File: src/rtl/cfg_access_engine.sv
module cfg_access_engine #(
  parameter int DW = 32,
  parameter int SW = DW / 8,
  parameter int KW = 4,
  parameter int CW = 3
) (
  input  logic          clk,
  input  logic          rst_n,
  input  logic          csr_we,
  input  logic [3:0]    csr_addr,
  input  logic [DW-1:0] csr_wdata,
  output logic [DW-1:0] csr_rdata,
  output logic          req_valid,
  output logic [KW-1:0] req_kind,
  output logic [DW-1:0] req_addr,
  output logic [DW-1:0] req_wdata,
  output logic [SW-1:0] req_strb,
  input  logic          rsp_valid,
  input  logic [CW-1:0] rsp_status,
  input  logic [DW-1:0] rsp_rdata
);
  localparam logic [3:0] A_KIND = 4'd0, A_STAT = 4'd1, A_ADDR = 4'd2, A_ADDRHI = 4'd3,
                         A_WDATA = 4'd4, A_STRB = 4'd5, A_RDATA = 4'd6, A_GO = 4'd7,
                         A_DONE = 4'd8;
  localparam int CODE_LSB = 7;

  logic          busy, done_q, np_q;
  logic [KW-1:0] kind_q;
  logic [DW-1:0] addr_q, addr_hi_q, wdata_q, rdata_q;
  logic [SW-1:0] strb_q;
  logic [CW-1:0] code_q;

  wire prog_ok = csr_we && !busy;
  wire go_set  = prog_ok && csr_addr == A_GO && csr_wdata[0];
  wire accept  = busy && rsp_valid;
  wire is_read = !kind_q[1];
  wire clr_done = csr_we && csr_addr == A_DONE && csr_wdata[0];

  always_ff @(posedge clk or negedge rst_n) begin
    if (!rst_n) begin
      kind_q    <= '0;
      addr_q    <= '0;
      addr_hi_q <= '0;
      wdata_q   <= '0;
      strb_q    <= '0;
    end else if (prog_ok) begin
      case (csr_addr)
        A_KIND:   kind_q    <= csr_wdata[KW-1:0];
        A_ADDR:   addr_q    <= {csr_wdata[DW-1:2], 2'b00};
        A_ADDRHI: addr_hi_q <= csr_wdata;
        A_WDATA:  wdata_q   <= csr_wdata;
        A_STRB:   strb_q    <= csr_wdata[SW-1:0];
        default: ;
      endcase
    end
  end

  always_ff @(posedge clk or negedge rst_n) begin
    if (!rst_n) begin
      busy    <= 1'b0;
      done_q  <= 1'b0;
      np_q    <= 1'b0;
      code_q  <= '0;
      rdata_q <= '1;
    end else begin
      if (go_set) begin
        busy <= 1'b1;
        np_q <= 1'b1;
      end
      if (accept) begin
        busy   <= 1'b0;
        code_q <= rsp_status;
        if (rsp_status != '0)
          rdata_q <= '1;
        else if (is_read)
          rdata_q <= rsp_rdata;
      end
      if (accept)
        done_q <= 1'b1;
      else if (clr_done)
        done_q <= 1'b0;
    end
  end

  assign req_valid = busy;
  assign req_kind  = kind_q;
  assign req_addr  = addr_q;
  assign req_wdata = wdata_q;
  assign req_strb  = strb_q;

  always_comb begin
    csr_rdata = '0;
    case (csr_addr)
      A_KIND:   csr_rdata[KW-1:0] = kind_q;
      A_STAT: begin
        csr_rdata[CODE_LSB +: CW] = code_q;
        csr_rdata[0] = np_q;
      end
      A_ADDR:   csr_rdata = addr_q;
      A_ADDRHI: csr_rdata = addr_hi_q;
      A_WDATA:  csr_rdata = wdata_q;
      A_STRB:   csr_rdata[SW-1:0] = strb_q;
      A_RDATA:  csr_rdata = rdata_q;
      A_GO:     csr_rdata[0] = busy;
      A_DONE:   csr_rdata[0] = done_q;
      default:  csr_rdata = '0;
    endcase
  end

  p_launch_r3: assert property (@(posedge clk) disable iff (!rst_n)
    (!req_valid && csr_we && csr_addr == A_GO && csr_wdata[0]) |=> req_valid);

  p_hold_r4: assert property (@(posedge clk) disable iff (!rst_n)
    (req_valid && !rsp_valid) |=> (req_valid && $stable(req_addr) && $stable(req_kind)
                                   && $stable(req_wdata) && $stable(req_strb)));

  p_done_r5: assert property (@(posedge clk) disable iff (!rst_n)
    (req_valid && rsp_valid) |=> (!req_valid && done_q && code_q == $past(rsp_status)));

  p_fail_rdata_r6: assert property (@(posedge clk) disable iff (!rst_n)
    (req_valid && rsp_valid && rsp_status != '0) |=> rdata_q == '1);

  p_stray_r8: assert property (@(posedge clk) disable iff (!rst_n)
    (!req_valid && rsp_valid && !csr_we) |=> ($stable(code_q) && $stable(rdata_q) && $stable(done_q)));
endmodule

File: config.mk
export PLATFORM = sky130hd
export DESIGN_NAME = cfg_access_engine
export DESIGN_NICKNAME = d
export VERILOG_FILES = /design/src/rtl/cfg_access_engine.sv
export SDC_FILE = /design/constraint.sdc
export NUM_CORES = 1
export LEC_CHECK = 0
export BUFFER_PORTS_ARGS = -buffer_cell sky130_fd_sc_hd__clkbuf_2
export CORE_ASPECT_RATIO = 1.4
export CORE_MARGIN = 3
export CORE_UTILIZATION = 53
export DETAILED_ROUTE_END_ITERATION = 8
export GPL_ROUTABILITY_DRIVEN = 1
export PLACE_DENSITY = 0.81
export SKIP_CTS_REPAIR_TIMING = 1
export SLEW_MARGIN = 5
export SYNTH_ARGS = -nofsm -noshare
export SYNTH_HDL_FRONTEND = slang
export SYNTH_SLANG_ARGS = --single-unit
export TNS_END_PERCENT = 1
File: constraint.sdc
create_clock -name clk -period 2.8 [get_ports clk]
set_input_delay 0.84 -clock clk [delete_from_list [all_inputs] [get_ports clk]]
set_output_delay 0.84 -clock clk [all_outputs]
set_load 0.02 [all_outputs]
==> results of run 1 <==
[layer usage]
metal | global-route usage | vias to the layer above | wire (um)
met1 | 0.285 | 2515 | 6800
met2 | 0.446 | 170 | 9980
met5 | 0 | - | 0
met3 | 0.0491 | 27 | 774
li1 | - | 2164 | -
met4 | 0.109 | 0 | 328
[registers in the layout (all words and copies together), names as in the netlist]
signal,count
addr_hi_q,32
req_kind,4
req_valid,1
np_q,1
done_q,1
req_strb,4
req_addr,30
code_q,3
rdata_q,32
req_wdata,32
[stage by stage]
stage | std cells | area [um2]
5_1_grt | 840 | 8660
6_report | 840 | 8660
2_1_floorplan | 481 | 6580
4_1_cts | 832 | 8380
3_5_place_dp | 800 | 7780
3_3_place_gp | 800 | 7780
[critical path, stage by stage]
cell and delay (ns):
buf_6 0.12, nor4b_4 0.35, buf_6 0.19, buf_8 0.15, a22oi_1 0.10, o21ai_1 0.11, buf_4 0.17
[where the power goes]
group / leakage [nW] / switching (mW) / total [mW] / internal, mW
registers: 1.66 / 0.349 / 2.94 / 2.59
clock network: 0.296 / 0.824 / 2.23 / 1.41
logic: 2.06 / 0.852 / 1.59 / 0.736
[kinds of logic after synthesis]
logic type | Yosys count
multiplexers | 173
flip-flops | 140
AO/OA/AOI/OAI | 67
AND/OR/NAND/NOR | 63
buffers and inverters | 36
other | 1
[cell usage after synthesis, types with 2 or more instances]
cell | instances | share of area
a211oi_1 | 2 | 0.0023
a22oi_1 | 28 | 0.032
a32oi_1 | 2 | 0.0027
buf_2 | 16 | 0.012
buf_4 | 10 | 0.011
buf_6 | 3 | 0.0051
clkbuf_1 | 6 | 0.0034
dfrtp_1 | 108 | 0.41
dfstp_2 | 32 | 0.13
mux2_1 | 36 | 0.062
mux2_2 | 105 | 0.18
mux2i_1 | 29 | 0.044
mux4_2 | 3 | 0.010
nand2_1 | 5 | 0.0029
nand2b_1 | 34 | 0.032
nand3_1 | 2 | 0.0015
nand3b_1 | 4 | 0.0046
nand4_1 | 2 | 0.0019
nor2_1 | 4 | 0.0023
nor2b_1 | 3 | 0.0029
nor3_1 | 2 | 0.0015
o21a_1 | 2 | 0.0023
o21ai_0 | 26 | 0.020
o31ai_1 | 2 | 0.0023
[area by class of cell]
type                    count  area (um2)  area share
multi-input cells         305        2880       0.333
clock inverters            10         114      0.0131
flip-flops and latches    140        3540       0.409
inverters                   1        3.75    0.000433
well taps                 147         184      0.0212
repair buffers            215        1450       0.168
clock buffers              22         484      0.0559
[path summary, 6_finish.rpt]
path | startpoint | to | slack [ns] | depth (start not counted)
min in group clk | addr_hi_q[26] | addr_hi_q[26] | 0.48 | 1
worst max register to register | req_valid | addr_hi_q[6] | 1.06 | 4
max in group asynchronous | rst_n | rdata_q[6] | 1.66 | 2
worst min register to register | addr_hi_q[26] | addr_hi_q[26] | 0.48 | 1
worst min-delay path | rst_n | np_q | 0.39 | 1
worst max-delay path | csr_addr[3] | csr_rdata[13] | -0.07 | 7
==> results_dict.tcl, run 1 <==
set metrics [dict create \
    outcome "complete, but fails checks" \
    violations "negative setup slack" \
    critPathCaptureType "primary output" \
    first_pass_iters 4 \
    setup_viol 27 \
    cp.arrival_ns 2.03 \
    io-pin-count 180 \
    max-vdd-ir-drop_mv 0.505 \
    grt_pass1_wl_um 26300 \
    syn-cell-area_um2 6570 \
    dieHeight_um 138 \
    dp_hpwl_um 11800 \
    synthCells 480 \
    first_iter_violations 240 \
    hold_violations 0 \
    h-tree-depth 4 \
    nets 755 \
    synth_xor_area_frac 0 \
    p_leak_nw 4.02 \
    cts_tree "done" \
    grt_max_degree 59 \
    slew_headroom 0.629 \
    synthMuxAreaShare 0.296 \
    synth_compound_area_frac 0.0676 \
    yosysSeqAreaShare 0.540 \
    synthArstFlopShare 1.00 \
    synth_area_per_cell_um2 13.7 \
    clk_pin_slew_ns 0.06 \
    maxCapViolCount 0 \
    cp.required_ns 1.96 \
    whs_ns 0.391 \
    antenna_found_initial 0 \
    tightest_slew_ns 0.556 \
    hold_path_class "in2async" \
    grt.total_usage 0.248 \
    fin_crit_sh 1.03 \
    root_buffer "clkbuf_16" \
    wl_per_cell_um 21.3 \
    start_util 0.547 \
    finalPower_mw 6.76 \
    drc 0 \
    first_global_vias 5057 \
    fmax_ghz 0.348 \
    ant_nets 0 \
    n_antenna_cell 0 \
    mostFrequentLayoutCell "clkbuf_2" \
    viasPerCell 5.80 \
    startpoint_type "input port" \
    setup_ws_ns -0.0724 \
    slew_violations 0 \
    crit_path_max_fanout 8 \
    drive_above_1_share 0.579 \
    synth_fa_ha_area_frac 0 \
    fin_util 0.722 \
    gp_congestion 0.851 \
    finClkSkew_ns 0.00714 \
    syn_to_final_growth_pct 32.0 \
    fin_tns_setup_ns -0.892 \
    vias 4876 \
    chipWidth_um 100 \
    nFillCells 829 \
    numClockSinks 140 \
    io_buffers 177 \
    ys.flop_type "dfrtp_1" \
    clock_latency_ns 0.41 \
    core_area_um2 12000 \
    min_period_ns 2.87 \
    synth-simple-area-share 0.0631 \
    cts_buffers 17 \
    layout.cells.most_common_list "145 x clkbuf_2, 108 x dfrtp_1, 105 x mux2_2" \
    synth-edff-count 0 \
    die_area_um2 13800 \
    routed_wl_um 17900 \
    globalRouteOverflowTotal 0 \
    synth_top_family_by_area "multiplexers" \
    ys_ff_latch 140 \
    rsz0062_at_grt "true" \
    rows 47 \
    synth.distinct_cells 38 \
    crit_type "in2out" \
    pre_cts_ws_ns -0.227 \
    yosysWarnings 0 \
    power_density_nw_per_um2 780 \
    clockBufferDepth 2 \
]
No activity file was read; power rests on OpenSTA's default activity.
==> inputs of run 2 (changes only) <==
- ABC_AREA: not set -> 1
- PLACE_DENSITY: 0.81 -> 0.8
==> run 2 against run 1 <==
  * The run now ends clean
  * Clock power shrank 4%
  * Largest power group unchanged
  * Sequential share of layout area decreased by 0.58 points
  * Core utilization fell by 2.5 points
  * Synthesized cell count increased by 84%
  * Power rose by 21%
  * Global-route usage up 4.1 points
  * Worst setup slack improved by 0.11 ns
  * Flip-flop and latch count is the same
  * Clock skew grew 0.0010 ns
==> results_dict.tcl, run 2 <==
set metrics [dict create \
    outcome "finished clean" \
    crit_path_max_fanout 11 \
    yosys.area.top_type "dfrtp_1" \
    grt_pass1_wl_um 32900 \
    h-tree-depth 4 \
    routed_wl_um 20400 \
    vias 6652 \
    slowest_stage "nor2_8" \
    finClkSkew_ns 0.00816 \
    yosysWarnings 0 \
    antenna_found_initial 0 \
    synth.distinct_cells 24 \
    place_inst 1189 \
    core_area_um2 12600 \
    setup_viol 0 \
    first_iter_violations 350 \
    fin_tns_setup_ns 0 \
    pre_cts_ws_ns 0.00188 \
    startpoint_type "input port" \
    power_density_nw_per_um2 926 \
    first_pass_iters 5 \
    crit_type "in2out" \
    setup_ws_ns 0.0398 \
    chipWidth_um 103 \
    first_global_vias 6552 \
    syn-cell-area_um2 6970 \
    synth_top_area_frac 0.388 \
    dp_hpwl_um 14300 \
    nets 1136 \
    rows 48 \
    io_buffers 177 \
    wl_per_cell_um 16.7 \
    io-pin-count 180 \
    cp.arrival_ns 1.92 \
    drc 0 \
    numClockSinks 140 \
    hold_violations 0 \
    drive_above_1_share 0.305 \
    synth_area_per_cell_um2 7.89 \
    fin_crit_sh 0.986 \
    cts_tree "done" \
    maxCapViolCount 0 \
    path_buf_inv 4 \
    synthArstFlopShare 1.00 \
    synth_area_leaders "dfrtp_1 39%, nand2_1 18%, dfstp_2 12%" \
    cts_buffers 17 \
    syn_to_final_growth_pct 26.1 \
    grt.total_usage 0.289 \
    stdcell_count 1225 \
    path_common_cell "clkbuf_2" \
    finalPower_mw 8.14 \
    yosysSeqAreaShare 0.509 \
    root_buffer "clkbuf_16" \
    layout.cells.most_common_list "324 x nand2_1, 172 x clkbuf_2, 112 x nand3_1" \
    synth.most_common_cell "nand2_1" \
    dieHeight_um 142 \
    p_leak_nw 4.74 \
    synthCells 883 \
    mostFrequentLayoutCell "nand2_1" \
    fmax_ghz 0.362 \
    ant_nets 0 \
    globalRouteOverflowTotal 0 \
    ys_ff_latch 140 \
    slew_violations 0 \
    critPathCaptureType "primary output" \
    synth-edff-count 0 \
    min_period_ns 2.76 \
    rrSetupSlack_ns 1.13 \
    max-vdd-ir-drop_mv 0.544 \
    path_cells "clkbuf_2 -> inv_2 -> nand2_2 -> nor2_8 -> buf_12 -> nand2_1 -> nand4_1 -> clkbuf_2" \
    clock_latency_ns 0.43 \
    grt_max_degree 65 \
    post_dp_cell_area_um2 8180 \
    viasPerCell 5.43 \
    ys.flop_type "dfrtp_1" \
    die_area_um2 14600 \
    crit_family "buffers and inverters" \
    gp_congestion 0.928 \
    tightest_slew_ns 0.725 \
    clk_pin_slew_ns 0.06 \
    hold_path_class "in2async" \
    slew_headroom 0.516 \
    final_cell_area_um2 8790 \
    cp.required_ns 1.96 \
    slowest_delay_ns 0.21 \
    synth_common_cells "327 x nand2_1, 112 x nand3_1, 108 x dfrtp_1, 79 x inv_1, 40 x o21ai_0" \
    clockBufferDepth 2 \
    start_util 0.552 \
]
==> run 2: changes by cell type in the layout (fill, tap and decap cells not counted), moves of 17 or more <==
| cell | before | now |
|---|---|---|
| a22oi_1 | 26 | 0 |
| buf_4 | 42 | 22 |
| clkbuf_2 | 145 | 172 |
| inv_1 | 1 | 79 |
| mux2_1 | 36 | 0 |
| mux2_2 | 105 | 0 |
| mux2i_1 | 29 | 0 |
| nand2_1 | 4 | 324 |
| nand2b_1 | 34 | 0 |
| nand3_1 | 2 | 112 |
| nand4_1 | 2 | 25 |
| o21ai_0 | 7 | 40 |
| o21ai_1 | 18 | 35 |
| o21ai_2 | 1 | 30 |
==> run 2: per-stage QoR <==
step / hold WS [ns] / util
detailed placement: 0.452 / 0.648
CTS: 0.409 / 0.693
global placement: 0.450 / 0.648
finish: 0.404 / 0.697
global route: 0.429 / 0.697
floorplan: 0.435 / -
==> run 2: kinds of logic after synthesis <==
| kind of cell | count (synthesis) | synth area share |
|---|---|---|
| DFF | 140 | 0.509 |
| buffers and inverters | 140 | 0.0901 |
| AOI/OAI and AO/OA | 106 | 0.0923 |
| and+or+nand+nor | 496 | 0.308 |
| other | 1 | 0.000538 |
==> run 2: final timing paths <==
path / from / end / cells past startpoint
max: csr_addr[2] / csr_rdata[22] / 8
min: rst_n / req_addr[11] / 1
max reg2reg: req_valid / req_wdata[8] / 6
min reg2reg: rdata_q[15] / rdata_q[15] / 2
max in group asynchronous: rst_n / rdata_q[12] / 2
min in group clk: rdata_q[15] / rdata_q[15] / 2
==> run 2: worst register-to-register path, delay by kind of cell (launching register included) <==
kind,cells,cell delay [ns]
flip-flops,1,0.44
AO/OA/AOI/OAI,1,0.11
AND/OR/NAND/NOR,3,0.87
buffers and inverters,2,0.17
==> run 2: where the power goes <==
group          internal (mW)  switching [mW]  total, mW
clock                   1.25           0.896       2.15
sequential              2.98           0.585       3.56
combinational          0.842            1.59       2.43
total                   5.07            3.07       8.14
==> run 2: routing by layer <==
layer	global-route usage	routed length [um]
met5	0	0
met2	0.475	10300
met1	0.362	8220
met3	0.0561	1240
met4	0.134	687
==> run 2: cell type report <==
cell class / count / area (um2)
fillers: 1058 / 3820
flip-flops and latches: 140 / 3540
multi-input cells: 604 / 2820
repair buffers: 213 / 1350
clock buffers: 20 / 447
inverters: 85 / 319
well taps: 150 / 188
clock inverters: 12 / 115
diodes: 1 / 2.50
